`src/rtl/rcs_pkg.sv`:
```
package rcs_pkg;
  localparam int DIV_W   = 5;
  localparam int N_BANKS = 2;
  localparam int BANK_W  = $clog2(N_BANKS);

  typedef enum logic [1:0] {
    MAIN_REF     = 2'd0,
    MAIN_LOOP    = 2'd1,
    MAIN_DIV     = 2'd2,
    MAIN_DIV_ALT = 2'd3
  } main_src_e;

  typedef enum logic {
    AUX_REF  = 1'b0,
    AUX_MAIN = 1'b1
  } aux_src_e;

  typedef enum logic [1:0] {
    ROLE_OE     = 2'd0,
    ROLE_PD     = 2'd1,
    ROLE_BANK   = 2'd2,
    ROLE_OE_ALT = 2'd3
  } pin_role_e;

  typedef struct packed {
    logic [DIV_W-1:0] div;
    main_src_e        main_sel;
    aux_src_e         aux_sel;
  } bank_cfg_t;
endpackage

```
`src/rtl/rcs_sync.sv`:
```
module rcs_sync #(
  parameter int             W       = 1,
  parameter int             STAGES  = 2,
  parameter logic [W-1:0]   RST_VAL = '0
) (
  input  logic         clk,
  input  logic         rst,
  input  logic [W-1:0] d,
  output logic [W-1:0] q
);
  logic [STAGES-1:0][W-1:0] chain;

  always_ff @(posedge clk) begin
    if (rst) begin
      chain <= {STAGES{RST_VAL}};
    end else begin
      chain[0] <= d;
      for (int i = 1; i < STAGES; i++) chain[i] <= chain[i-1];
    end
  end

  assign q = chain[STAGES-1];
endmodule

```
`src/rtl/rcs_cfg_banks.sv`:
```
module rcs_cfg_banks
  import rcs_pkg::*;
#(
  parameter bank_cfg_t RST_CFG = '{div: DIV_W'(1), main_sel: MAIN_REF, aux_sel: AUX_REF}
) (
  input  logic              clk,
  input  logic              rst,
  input  logic              wr_en,
  input  logic [BANK_W-1:0] wr_bank,
  input  bank_cfg_t         wr_cfg,
  input  logic [BANK_W-1:0] rd_bank,
  output bank_cfg_t         rd_cfg
);
  bank_cfg_t mem [N_BANKS];

  always_ff @(posedge clk) begin
    if (rst) begin
      for (int b = 0; b < N_BANKS; b++) mem[b] <= RST_CFG;
    end else if (wr_en) begin
      mem[wr_bank] <= wr_cfg;
    end
  end

  assign rd_cfg = mem[rd_bank];
endmodule

```
`src/rtl/rcs_post_div.sv`:
```
module rcs_post_div #(
  parameter int DIV_W = rcs_pkg::DIV_W
) (
  input  logic             clk,
  input  logic             rst,
  input  logic             run,
  input  logic             ref_rise,
  input  logic [DIV_W-1:0] div,
  output logic             div_q,
  output logic             tc,
  output logic [DIV_W-1:0] cnt
);
  localparam logic [DIV_W-1:0] ONE = DIV_W'(1);

  logic [DIV_W-1:0] div_eff;
  logic             last;

  assign div_eff = (div == '0) ? ONE : div;
  assign last    = (cnt >= div_eff - ONE);
  assign tc      = run && ref_rise && last;

  always_ff @(posedge clk) begin
    if (rst || !run) begin
      cnt   <= '0;
      div_q <= 1'b0;
    end else if (ref_rise) begin
      if (last) begin
        cnt   <= '0;
        div_q <= ~div_q;
      end else begin
        cnt <= cnt + ONE;
      end
    end
  end
endmodule

```
`src/rtl/rcs_out_gate.sv`:
```
module rcs_out_gate (
  input  logic clk,
  input  logic rst,
  input  logic src,
  input  logic want,
  output logic en_q,
  output logic pass,
  output logic out
);
  assign pass = src & en_q;

  always_ff @(posedge clk) begin
    if (rst) begin
      en_q <= 1'b1;
      out  <= 1'b0;
    end else begin
      if (!src) en_q <= want;
      out <= pass;
    end
  end
endmodule

```
`src/rtl/refclk_steer.sv`:
```
module refclk_steer
  import rcs_pkg::*;
#(
  parameter int               SYNC_STAGES = 2,
  parameter logic [DIV_W-1:0] DIV_RST     = 5'd1
) (
  input  logic             clk,
  input  logic             rst,
  input  logic             ref_in,
  input  logic             loop_in,
  input  logic             ctl_pin,
  input  logic [1:0]       pin_role,
  input  logic             cfg_wr_en,
  input  logic             cfg_wr_bank,
  input  logic [DIV_W-1:0] cfg_wr_div,
  input  logic [1:0]       cfg_wr_main_sel,
  input  logic             cfg_wr_aux_sel,
  output logic             main_out,
  output logic             aux_out
);
  localparam int             IN_W     = 3;
  localparam logic [IN_W-1:0] IN_RST  = {1'b1, {(IN_W-1){1'b0}}};
  localparam bank_cfg_t      RST_CFG  = '{div: DIV_RST, main_sel: MAIN_REF, aux_sel: AUX_REF};

  // input synchronisation: {ctl, loop, ref}
  logic [IN_W-1:0] raw_in, sync_q;
  logic ref_s, loop_s, ctl_s, ref_d, ref_rise;

  assign raw_in = {ctl_pin, loop_in, ref_in};

  rcs_sync #(.W(IN_W), .STAGES(SYNC_STAGES), .RST_VAL(IN_RST)) u_sync (
    .clk (clk),
    .rst (rst),
    .d   (raw_in),
    .q   (sync_q)
  );

  assign ref_s  = sync_q[0];
  assign loop_s = sync_q[1];
  assign ctl_s  = sync_q[2];

  always_ff @(posedge clk) begin
    if (rst) ref_d <= 1'b0;
    else     ref_d <= ref_s;
  end
  assign ref_rise = ref_s & ~ref_d;

  // control pin role decode
  pin_role_e         role;
  logic              oe_off, pd_act;
  logic [BANK_W-1:0] req_bank;

  assign role = pin_role_e'(pin_role);

  always_comb begin
    oe_off   = 1'b0;
    pd_act   = 1'b0;
    req_bank = '0;
    unique case (role)
      ROLE_OE, ROLE_OE_ALT: oe_off   = !ctl_s;
      ROLE_PD:              pd_act   = !ctl_s;
      ROLE_BANK:            req_bank = BANK_W'(ctl_s);
      default:              oe_off   = 1'b0;
    endcase
  end

  // configuration banks
  bank_cfg_t         wr_cfg, act_cfg;
  logic [BANK_W-1:0] act_bank;

  assign wr_cfg = '{div:      cfg_wr_div,
                    main_sel: main_src_e'(cfg_wr_main_sel),
                    aux_sel:  aux_src_e'(cfg_wr_aux_sel)};

  rcs_cfg_banks #(.RST_CFG(RST_CFG)) u_banks (
    .clk     (clk),
    .rst     (rst),
    .wr_en   (cfg_wr_en),
    .wr_bank (BANK_W'(cfg_wr_bank)),
    .wr_cfg  (wr_cfg),
    .rd_bank (act_bank),
    .rd_cfg  (act_cfg)
  );

  // post divider
  logic             div_q, div_tc;
  logic [DIV_W-1:0] div_cnt;

  rcs_post_div #(.DIV_W(DIV_W)) u_div (
    .clk      (clk),
    .rst      (rst),
    .run      (!pd_act),
    .ref_rise (ref_rise),
    .div      (act_cfg.div),
    .div_q    (div_q),
    .tc       (div_tc),
    .cnt      (div_cnt)
  );

  // bank change deferred to terminal count
  always_ff @(posedge clk) begin
    if (rst)         act_bank <= '0;
    else if (div_tc) act_bank <= req_bank;
  end

  // source steering
  logic main_src_w, aux_src_w, aux_copy;
  logic main_en, main_pass, aux_en, aux_pass;

  always_comb begin
    case (act_cfg.main_sel)
      MAIN_REF:  main_src_w = ref_s;
      MAIN_LOOP: main_src_w = loop_s;
      default:   main_src_w = div_q;
    endcase
  end

  assign aux_copy  = (act_cfg.aux_sel == AUX_MAIN);
  assign aux_src_w = aux_copy ? main_pass : ref_s;

  rcs_out_gate u_main_gate (
    .clk  (clk),
    .rst  (rst),
    .src  (main_src_w),
    .want (!pd_act && !oe_off),
    .en_q (main_en),
    .pass (main_pass),
    .out  (main_out)
  );

  rcs_out_gate u_aux_gate (
    .clk  (clk),
    .rst  (rst),
    .src  (aux_src_w),
    .want (!pd_act),
    .en_q (aux_en),
    .pass (aux_pass),
    .out  (aux_out)
  );
endmodule

```
`config.mk`:
```
export PLATFORM = sky130hd
export DESIGN_NAME = refclk_steer
export DESIGN_NICKNAME = d
export VERILOG_FILES = /design/src/rtl/rcs_pkg.sv /design/src/rtl/rcs_sync.sv /design/src/rtl/rcs_cfg_banks.sv /design/src/rtl/rcs_post_div.sv /design/src/rtl/rcs_out_gate.sv /design/src/rtl/refclk_steer.sv
export SDC_FILE = /design/constraint.sdc
export NUM_CORES = 1
export LEC_CHECK = 0
export BUFFER_PORTS_ARGS = -buffer_cell sky130_fd_sc_hd__buf_4
export CORE_UTILIZATION = 46
export CTS_CLUSTER_SIZE = 24
export DETAILED_ROUTE_END_ITERATION = 7
export GPL_TIMING_DRIVEN = 1
export PLACE_DENSITY = 0.69
export SETUP_SLACK_MARGIN = 0.15
export SYNTH_ARGS = -nofsm -noshare
export SYNTH_HDL_FRONTEND = slang
export SYNTH_SLANG_ARGS = --single-unit
```
`constraint.sdc`:
```
create_clock -name clk -period 2.73 [get_ports clk]
set_input_delay 0.1365 -clock clk [delete_from_list [all_inputs] [get_ports clk]]
set_output_delay 0.1365 -clock clk [all_outputs]
set_load 0.05 [all_outputs]
```
==> results.tsv, run 1 <==
metric	value	unit
syn nets	165	
antenna viol nets, final	0	
initial antenna violation count	0	
met3 usage	0.0704	
fin cells	210	
worst hold margin	0.0153	ns
CTS buffer count	5	
GR peak layer	met2	
most frequent cells in the layout	19 x buf_4, 18 x dfxtp_1, 16 x edfxtp_1	
Final Max Tran Viols	0	
skew final	0.00660	ns
vias per inst	4.86	
worst reg2reg setup slack	0.26	ns
gr usage total	0.165	
DRT Pass-1 Iters	4	
port bufs	18	
Setup Fix Bufs, Post-CTS	0	
vias in the first global route	974	
clk buf depth	2	
headroom to the max-slew limit	0.594	
leading cell type in the layout, fill and taps excluded	buf_4	
die area	3710	um2
clock share of power	0.264	
Cells after DPL	200	
Sw Share	0.236	
area delta synth->final	20.3	%
R2R depth	11	
Final Hold Fails	0	
sequential share of the synthesized area	0.539	
CTS tree	done	
leading area contributor after synthesis	edfxtp_1	
Clk Latency, worst-skew pair	0.33	ns
cell count after synthesis	139	
syn_area_per_cell	11.5	um2
Initial Util	0.478	
post-synth top area share	0.301	
Ant. Diodes	0	
DRC	0	
hold path cells	2	
Power, Total	971	uW
grt ovf	0	
crit path time final	2.47	ns
Final Cycle Share	0.904	
Worst Setup End Kind	flop	
IR drop worst, VDD	0.000343	V
setup_tns	0	ns
Die X	60.9	um
Finish-stage setup viols	0	
H-tree depth	2	
Max Clk Rate	405	MHz
sw power	229	uW
synthesis-stage register bit count	35	
RSZ-0062 raised after global routing	no	
Worst Max-Slew Pin Slew	0.608	ns
max cap viols	0	
Min-Delay Path Class	input port to flop	
via count	1021	
critical path launch point type	flop	
met2 usage	0.278	
Routed WL	2570	um
Comb pwr share	0.127	
status	completed	
Crit Path Class	flop to flop	
placed wire-length estimate	1840	um
Netlist cell types	35	
IO Count	19	
row count	21	
first-pass GRT wire length	4220	um
Worst EP required	2.98	ns
power per cell area	506	nW/um2
GRT met1 Usage	0.185	
core region area	3340	um2
CTS Sinks	35	
Arr. time, crit path	2.72	ns
wire per inst	12.2	um
cell internal pwr	742	uW
largest net degree at the start of global routing	21	
leak pwr	0.000767	uW
Synthesis Warnings	0	
initial drt markers	33	
worst-path fanout max	6	
Die Y	60.9	um
Reg power frac	0.609	
final core occ	0.576	
Nets	189	
fraction of layout instances using a drive strength above 1	0.244	
synth top area cells	edfxtp_1 30%, dfxtp_1 24%, ha_1 7.1%	
Final GP Congestion	0.757	
Clock transition at path regs	0.10	ns
Post-Synthesis Cell Area	1600	um2
worst hold path startpoint	ref_in	
Root Driver	clkbuf_4	
[worst min-delay path by stage]
stage | endpoint | slack, ns
after floorplan | u_sync.chain[2] | 0.24
after global placement | u_sync.chain[2] | 0.32
after detailed placement | u_sync.chain[2] | 0.33
after CTS | u_sync.chain[0] | 0.006
after global routing | u_sync.chain[0] | 0.02
final | u_sync.chain[0] | 0.02
[power by group through the flow]
| stage | Combinational, uW | Sequential, uW | Clock (uW) |
|---|---|---|---|
| finish | 123 | 591 | 257 |
| global route | 138 | 594 | 295 |
| CTS | 115 | 589 | 263 |
| detailed placement | 110 | 600 | 0 |
| global placement | 106 | 599 | 0 |
| floorplan | 67.9 | 602 | 0 |
[critical path: stages (launching register included)]
cell and delay [ns]:
dfxtp_4 0.37, buf_6 0.15, mux2i_4 0.19, a31oi_2 0.23
ha_1 0.23, nand2_1 0.08, xnor2_1 0.14, ha_1 0.30
nand4_1 0.14, a2bb2oi_4 0.20, nand3b_1 0.20, a21oi_1 0.15
[timing repair]
action | CTS | global route
pin swaps | 0 | 1
hold buffers | 1 | 1
hold endpoints to repair | 1 | 1
gates resized for setup | 4 | 8
setup endpoints to repair | 8 | 8
gates cloned | 0 | 0
[Yosys cell counts]
cell       count
xor2_1         5
nor2_1        13
o21ai_0        1
nor3b_2        1
a31oi_1        1
nand3_1        1
o32ai_1        1
nor2b_1        7
and3b_1        1
a2bb2oi_1      1
mux2_2         2
ha_1           9
a21oi_2        1
clkbuf_1       2
nor4_1         1
nor3_1         1
edfxtp_1      16
nand2b_1       3
mux2i_1        9
buf_1          1
and2_1        14
buf_6          1
nand2_1        4
buf_2          1
or2_2          4
a21o_1         2
inv_1          4
a21oi_1        3
nand4_1        3
nor3b_1        1
or2b_1         1
nand3b_1       1
xnor2_1        3
dfxtp_1       19
a31oi_2        1
[cells by family after synthesis]
group           count (synthesis)  share of synthesized area
compound gates                 11                     0.0502
xor+xnor                        8                     0.0439
fa+ha+maj                       9                     0.0705
buf+inv                         9                     0.0266
flops                          35                      0.539
mux                            11                     0.0705
simple gates                   56                      0.199
[state kept, by name (all words and copies together), names as in the netlist, named ones only]
name,cells
u_div.div_q,1
u_sync.q,3
act_bank,1
u_aux_gate.en_q,1
u_sync.chain,3
ref_d,1
u_div.cnt,5
u_main_gate.out,1
u_aux_gate.out,1
u_banks.mem,16
u_main_gate.en_q,1
[per-layer routing]
metal,up-vias,wire (um)
met5,-,0
met3,3,93
met1,480,1110
li1,521,-
met2,17,1360
met4,0,12
[cell type report]
cell class	instances	area (um2)
Clock buffer	8	48.8
Fill cell	296	1420
Inverter	4	15.0
Multi-Input combinational cell	95	761
Sequential cell	35	865
Tap cell	46	57.6
Timing Repair Buffer	22	174
[per-stage QoR]
stage,setup WS (ns),instance area [um2]
4_1_cts,0.151,1860
6_report,0.261,1920
3_3_place_gp,0.0969,1780
2_1_floorplan,0.272,1600
3_5_place_dp,-0.00496,1780
5_1_grt,0.112,1920
Note: power is estimated with default switching activity, not from simulation.
==> run 2, diff against run 1 <==
--- a/config.mk
+++ b/config.mk
@@ -5,9 +5,11 @@
 export SDC_FILE = /design/constraint.sdc
 export NUM_CORES = 1
 export LEC_CHECK = 0
+export ABC_AREA = 1
 export BUFFER_PORTS_ARGS = -buffer_cell sky130_fd_sc_hd__buf_4
 export CORE_UTILIZATION = 46
-export CTS_CLUSTER_SIZE = 24
+export CTS_CLUSTER_DIAMETER = 60
+export CTS_CLUSTER_SIZE = 14
 export DETAILED_ROUTE_END_ITERATION = 7
 export GPL_TIMING_DRIVEN = 1
 export PLACE_DENSITY = 0.69
==> run 2 against run 1 <==
Against the previous run: critical path depth rose by 4; flip-flop and latch count did not move; highest routed layer unchanged; wire length rose by 15%; cell count rose by 24%; critical path type unchanged.
==> results.tsv, run 2 <==
metric	value	unit	change
status	completed		
Max Clk Rate	416	MHz	+2.7%
cell count after synthesis	187		+35%
post-synth top area share	0.287		-0.0137
syn nets	213		+29%
H-tree depth	2		unchanged
Clock transition at path regs	0.10	ns	about the same
Top FF cell, synth	dfxtp_1		
register area	865	um2	unchanged
Initial Util	0.490		+0.0113
headroom to the max-slew limit	0.755		+0.161
worst reg2reg setup slack	0.33	ns	+0.06 ns
CP endpoint	u_div.cnt[1]		
largest net degree at the start of global routing	15		-29%
worst-path fanout max	7		+1
most flop-heavy register	u_banks.mem		
Post-synth EDFFs	16		unchanged
synthesis-stage register bit count	35		unchanged
row count	21		unchanged
Routed WL	2950	um	+15%
Nets	240		+27%
synth top area cells	edfxtp_1 29%, dfxtp_1 23%, nand2_1 8.5%		
skew final	0.00631	ns	-0.000294 ns
placed wire-length estimate	2190	um	+19%
Crit Path Class	flop to flop		
wire per inst	11.3	um	-7.7%
asr flop ratio synth	0		unchanged
area delta synth->final	18.8	%	
max reg flops	16		unchanged
crit path time final	2.40	ns	-0.0650 ns
Final Max Tran Viols	0		unchanged
Final Hold Fails	0		unchanged
leading cell type in the layout, fill and taps excluded	nand2_1		
commonest cells in the netlist	38 x nand2_1, 32 x inv_1, 29 x nor2_1, 19 x dfxtp_1, 16 x edfxtp_1		
critical path launch point type	flop		
sequential share of the synthesized area	0.515		-0.0246
leak pwr	0.000926	uW	+21%
Worst Max-Slew Pin Slew	0.366	ns	-0.242 ns
vias in the first global route	1199		+23%
grt ovf	0		unchanged
CTS tree	done		
final core occ	0.582		+0.00613
Final GP Congestion	0.806		+6.5%
Finish-stage setup viols	0		unchanged
antenna viol nets, final	0		unchanged
Post-Synthesis Cell Area	1670	um2	+4.8%
DRC	0		unchanged
Ant. Diodes	0		unchanged
via count	1230		+20%
Arr. time, crit path	2.67	ns	-0.05 ns
R2R Path End	u_div.cnt[1]		
max cap viols	0		unchanged
Worst EP required	3.00	ns	+0.02 ns
initial antenna violation count	0		unchanged
initial drt markers	56		+70%
fraction of layout instances using a drive strength above 1	0.223		-0.0206
Root Driver	clkbuf_4		
setup_tns	0	ns	unchanged
Netlist cell types	30		-14%
leading area contributor after synthesis	edfxtp_1		
RSZ-0062 raised after global routing	no		
CTS buffer count	5		unchanged
gr usage total	0.169		+0.00326
top-count cell post-synth	nand2_1		
Worst Setup End Kind	flop		
clk buf depth	2		unchanged
port bufs	18		unchanged
CTS Sinks	35		unchanged
vias per inst	4.71		-3.1%
Die Y	62.3	um	+2.3%
R2R depth	15		+4
DRT Pass-1 Iters	4		unchanged
first-pass GRT wire length	5020	um	+19%
IO Count	19		unchanged
die area	3880	um2	+4.6%
syn_area_per_cell	8.95	um2	-22%
Multi-input gate area	718	um2	-5.6%
most frequent cells in the layout	32 x nand2_1, 31 x inv_1, 28 x nor2_1		
IR drop worst, VDD	0.000322	V	-6.3%
power per cell area	504	nW/um2	-0.28%
Die X	62.3	um	+2.3%
Filler Cell Count	313		+5.7%
Clk Latency, worst-skew pair	0.33	ns	about the same
core region area	3420	um2	+2.4%
largest registers	u_banks.mem x16, u_div.cnt x5		
Synthesis Warnings	0		unchanged
Min-Delay Path Class	input port to flop		
Final Cycle Share	0.880		-0.0238
==> run 2: changes by cell type in the layout (fill, tap and decap cells not counted), moves of 7 or more <==
| cell | previous run | this run |
|---|---|---|
| nand2_1 | 4 | 32 |
| inv_1 | 4 | 31 |
| nor2_1 | 13 | 28 |
| and2_1 | 14 | 0 |
| mux2i_1 | 7 | 0 |
| nand3_1 | 1 | 8 |
| nor2b_1 | 7 | 0 |
==> run 2: report_power, final <==
part / switching, uW / total (uW) / leakage [uW] / internal [uW]
Combinational: 82.7 / 145 / 0.000583 / 62.1
Sequential: 14.8 / 593 / 0.000314 / 578
Clock: 164 / 264 / 0.0000293 / 100
==> run 2: per-layer routing <==
| layer | vias to the layer above | global-route usage | wire [um] |
|---|---|---|---|
| met5 | - | 0 | 0 |
| met4 | 0 | 0.0727 | 35 |
| met3 | 5 | 0.0496 | 126 |
| li1 | 645 | - | - |
| met2 | 27 | 0.283 | 1510 |
| met1 | 553 | 0.200 | 1280 |
==> run 2: critical path: stages (launching register included) <==
cell,delay [ns]
dfxtp_4,0.40
inv_4,0.10
nand2_2,0.05
nand2_2,0.10
nor2_4,0.06
a31oi_4,0.16
ha_2,0.21
nand4_1,0.11
xnor2_1,0.17
ha_1,0.32
nand3_1,0.07
o21bai_1,0.10
nand2_1,0.11
nand2_1,0.10
nand2_2,0.09
nor3_2,0.17
==> run 2: stage by stage <==
stage / std cells / hold WS (ns) / power [uW] / worst slack, ns / instance area (um2)
CTS: 259 / 0.000893 / 1000 / 0.162 / 1920
detailed placement: 250 / 0.325 / 738 / 0.0514 / 1860
global route: 261 / 0.00658 / 1060 / 0.154 / 1990
floorplan: 187 / 0.240 / 692 / 0.430 / 1670
global placement: 250 / 0.320 / 730 / 0.257 / 1860
finish: 261 / 0.0126 / 1000 / 0.326 / 1990
==> run 2: area by class of cell <==
| class | count | area share |
|---|---|---|
| Inverter | 33 | 0.0636 |
| Clock inverter | 1 | 0.00252 |
| Clock buffer | 7 | 0.0227 |
| Sequential cell | 35 | 0.435 |
| Multi-Input combinational cell | 117 | 0.361 |
| Timing Repair Buffer | 22 | 0.0856 |
| Tap cell | 46 | 0.0290 |
==> run 2: cell families after synthesis <==
family / share of synthesized area
flip-flops: 0.515
buffers and inverters: 0.0830
AND/OR/NAND/NOR: 0.238
adder cells (fa/ha/maj): 0.0673
XOR/XNOR: 0.0314
multiplexers: 0.0217
AO/OA/AOI/OAI: 0.0441
==> run 2: worst min path at each step <==
stage | cells after the start | slack [ns] | from | to
floorplan | 1 | 0.24 | ctl_pin | u_sync.chain[2]
CTS | 3 | 0.0009 | ref_in | u_sync.chain[0]
global route | 3 | 0.007 | loop_in | u_sync.chain[1]
detailed placement | 2 | 0.32 | ctl_pin | u_sync.chain[2]
global placement | 2 | 0.32 | ctl_pin | u_sync.chain[2]
finish | 3 | 0.01 | loop_in | u_sync.chain[1]
==> run 2: what timing repair did <==
item,4_1_cts,5_1_grt
hold buffers,1,1
gates resized for setup,2,14
hold endpoints to repair,1,1
endpoints found under the setup margin,8,8
pin swaps,0,9
setup buffers,0,1
==> run 3, diff against run 2 <==
--- a/config.mk
+++ b/config.mk
@@ -6,13 +6,13 @@
 export NUM_CORES = 1
 export LEC_CHECK = 0
 export ABC_AREA = 1
-export BUFFER_PORTS_ARGS = -buffer_cell sky130_fd_sc_hd__buf_4
 export CORE_UTILIZATION = 46
 export CTS_CLUSTER_DIAMETER = 60
 export CTS_CLUSTER_SIZE = 14
 export DETAILED_ROUTE_END_ITERATION = 7
+export DONT_BUFFER_PORTS = 1
 export GPL_TIMING_DRIVEN = 1
-export PLACE_DENSITY = 0.69
+export PLACE_DENSITY = 0.65
 export SETUP_SLACK_MARGIN = 0.15
 export SYNTH_ARGS = -nofsm -noshare
 export SYNTH_HDL_FRONTEND = slang
==> run 3 against run 2 <==
Against the previous run: first-iteration DRC count fell by 43%; clock power up 28%; total power rose by 5.9%; fmax shrank 1.7%; largest cell class unchanged.
==> results.tsv, run 3 (synthesis gave the netlist of run 2 again) <==
metric	value	unit	change
status	completed		
core region area	3420	um2	unchanged
RSZ-0062 raised after global routing	no		
Crit-path slowest cell	dfxtp_4		
Max Clk Rate	409	MHz	-1.7%
die area	3880	um2	unchanged
vias per inst	4.86		+3.1%
Multi-input gate area	693	um2	-3.5%
setup_tns	0	ns	unchanged
Die X	62.3	um	unchanged
hold path cells	2		-1
gr usage total	0.173		+0.00486
Final Instance Area	1930	um2	-2.7%
R2R Path End	u_div.cnt[1]		
worst hold path startpoint	cfg_wr_div[4]		
IO Count	19		unchanged
DRT Pass-1 Iters	4		unchanged
Worst Hold End	u_banks.mem[0][7]		
Routed WL	3010	um	+2.0%
first-pass GRT wire length	5100	um	+1.5%
Finish-stage setup viols	0		unchanged
Final Max Tran Viols	0		unchanged
Worst EP required	3.01	ns	about the same
sw power	276	uW	+5.5%
Worst Max-Slew Pin Slew	0.552	ns	+0.186 ns
largest net degree at the start of global routing	15		unchanged
Die Y	62.3	um	unchanged
H-tree depth	2		unchanged
Clk Latency, worst-skew pair	0.34	ns	about the same
Ant. Diodes	0		unchanged
antenna viol nets, final	0		unchanged
Worst Setup End Kind	flop		
power per cell area	549	nW/um2	+8.9%
Reg power frac	0.566		-0.026
leak pwr	0.000881	uW	-4.9%
leading cell type in the layout, fill and taps excluded	nand2_1		
worst-path fanout max	7		unchanged
vias in the first global route	1212		+1.1%
initial drt markers	32		-43%
Nets	230		-4.2%
largest registers	u_banks.mem x16, u_div.cnt x5		
grt ovf	0		unchanged
max reg flops	16		unchanged
cell internal pwr	785	uW	+6.1%
worst reg2reg setup slack	0.29	ns	-0.04 ns
critical path launch point type	flop		
DP Area	1720	um2	-7.3%
Comb pwr share	0.115		-0.029
area delta synth->final	15.6	%	
headroom to the max-slew limit	0.631		-0.125
initial antenna violation count	0		unchanged
Final Hold Fails	0		unchanged
port bufs	0		-18
via count	1220		-0.81%
wire per inst	12.0	um	+6.0%
CP max stage delay	0.43	ns	+0.03 ns
Root Driver	clkbuf_4		
Final GP Congestion	0.801		-0.72%
Filler Cell Count	302		-3.5%
register area	865	um2	unchanged
crit path time final	2.44	ns	+0.0413 ns
Clock transition at path regs	0.11	ns	about the same
DRC	0		unchanged
CTS buffer count	5		unchanged
most flop-heavy register	u_banks.mem		
R2R depth	15		unchanged
clock share of power	0.319		+0.055
CTS Sinks	35		unchanged
most frequent cells in the layout	35 x nand2_1, 31 x inv_1, 29 x nor2_1		
Sw Share	0.260		-0.00102
skew final	0.00541	ns	-0.000898 ns
clk buf depth	2		unchanged
row count	21		unchanged
max cap viols	0		unchanged
worst-path cell chain	inv_4 -> nand2_1 -> nand2_1 -> nor2_1 -> a31oi_2 -> ha_2 -> buf_4 -> xnor2_1 -> ha_1 -> nand3_1 -> o21bai_1 -> nand2_2 -> nand2_2 -> nand2_2 -> nor3_2		
Min-Delay Path Class	input port to flop		
IR drop worst, VDD	0.000373	V	+16%
Arr. time, crit path	2.72	ns	+0.05 ns
cell mode on critical path	nand2_2		
CTS tree	done		
placed wire-length estimate	2130	um	-3.0%
Initial Util	0.490		unchanged
Final Cycle Share	0.896		+0.0151
fraction of layout instances using a drive strength above 1	0.141		-0.0818
Crit Path Class	flop to flop		
final core occ	0.566		-0.0158
run 3: cell types whose count changed in the layout (fill, tap and decap cells not counted), moves of 2 or more:
cell / previous run / this run
nand2_2: 5 / 3
nand2_1: 32 / 35
buf_4: 20 / 2
dlygate4sd3_1: 2 / 10
clkbuf_1: 2 / 0
run 3: repair_timing:
action,CTS,global route
pin swaps,0,5
endpoints found under the setup margin,7,8
hold endpoints to repair,17,2
gates resized for setup,2,8
hold buffers,8,2
buffers inserted,0,1
run 3: worst max-delay path: cells and delay by family, from the launching register on:
kind / cells / cell delay (ns)
adder cells (fa/ha/maj): 2 / 0.48
AO/OA/AOI/OAI: 2 / 0.27
AND/OR/NAND/NOR: 8 / 0.82
buffers and inverters: 2 / 0.19
XOR/XNOR: 1 / 0.18
flip-flops: 1 / 0.43
run 3: metal layers:
layer | track usage | part of all wire | vias up
li1 | - | - | 628
met1 | 0.184 | 0.45 | 564
met2 | 0.298 | 0.50 | 19
met3 | 0.0570 | 0.029 | 9
met4 | 0.105 | 0.027 | 0
met5 | 0 | 0 | -
run 3: stage by stage:
step                total power, uW  setup slack, ns  instances  hold slack (ns)
floorplan                       692            0.430        187            0.240
global placement                706            0.262        232            0.211
detailed placement              715           0.0901        232            0.212
CTS                            1060            0.176        248         0.000148
global route                   1110           0.0896        251           0.0141
finish                         1060            0.285        251           0.0134
run 3: final cells by class:
cell class,count,area share
flip-flops and latches,35,0.447
multi-input cells,117,0.359
inverters,33,0.0654
repair buffers,12,0.0595
clock buffers,6,0.0324
well taps,46,0.0298
clock inverters,2,0.00712
run 3: how the worst max path moves through the flow:
| stage | end | slack (ns) | start |
|---|---|---|---|
| CTS | u_div.cnt[0] | 0.18 | flop |
| floorplan | u_div.cnt[0] | 0.43 | flop |
| global route | u_div.cnt[1] | 0.09 | flop |
| detailed placement | u_div.cnt[3] | 0.09 | flop |
| global placement | u_div.cnt[0] | 0.26 | flop |
| finish | u_div.cnt[1] | 0.29 | flop |
run 3: power groups by stage:
stage	registers [uW]	clock network, uW	logic [uW]
final	600	339	122
after detailed placement	614	0	101
after floorplan	609	0	82.8
after global placement	613	0	93.5
after CTS	601	346	114
after global routing	603	372	139
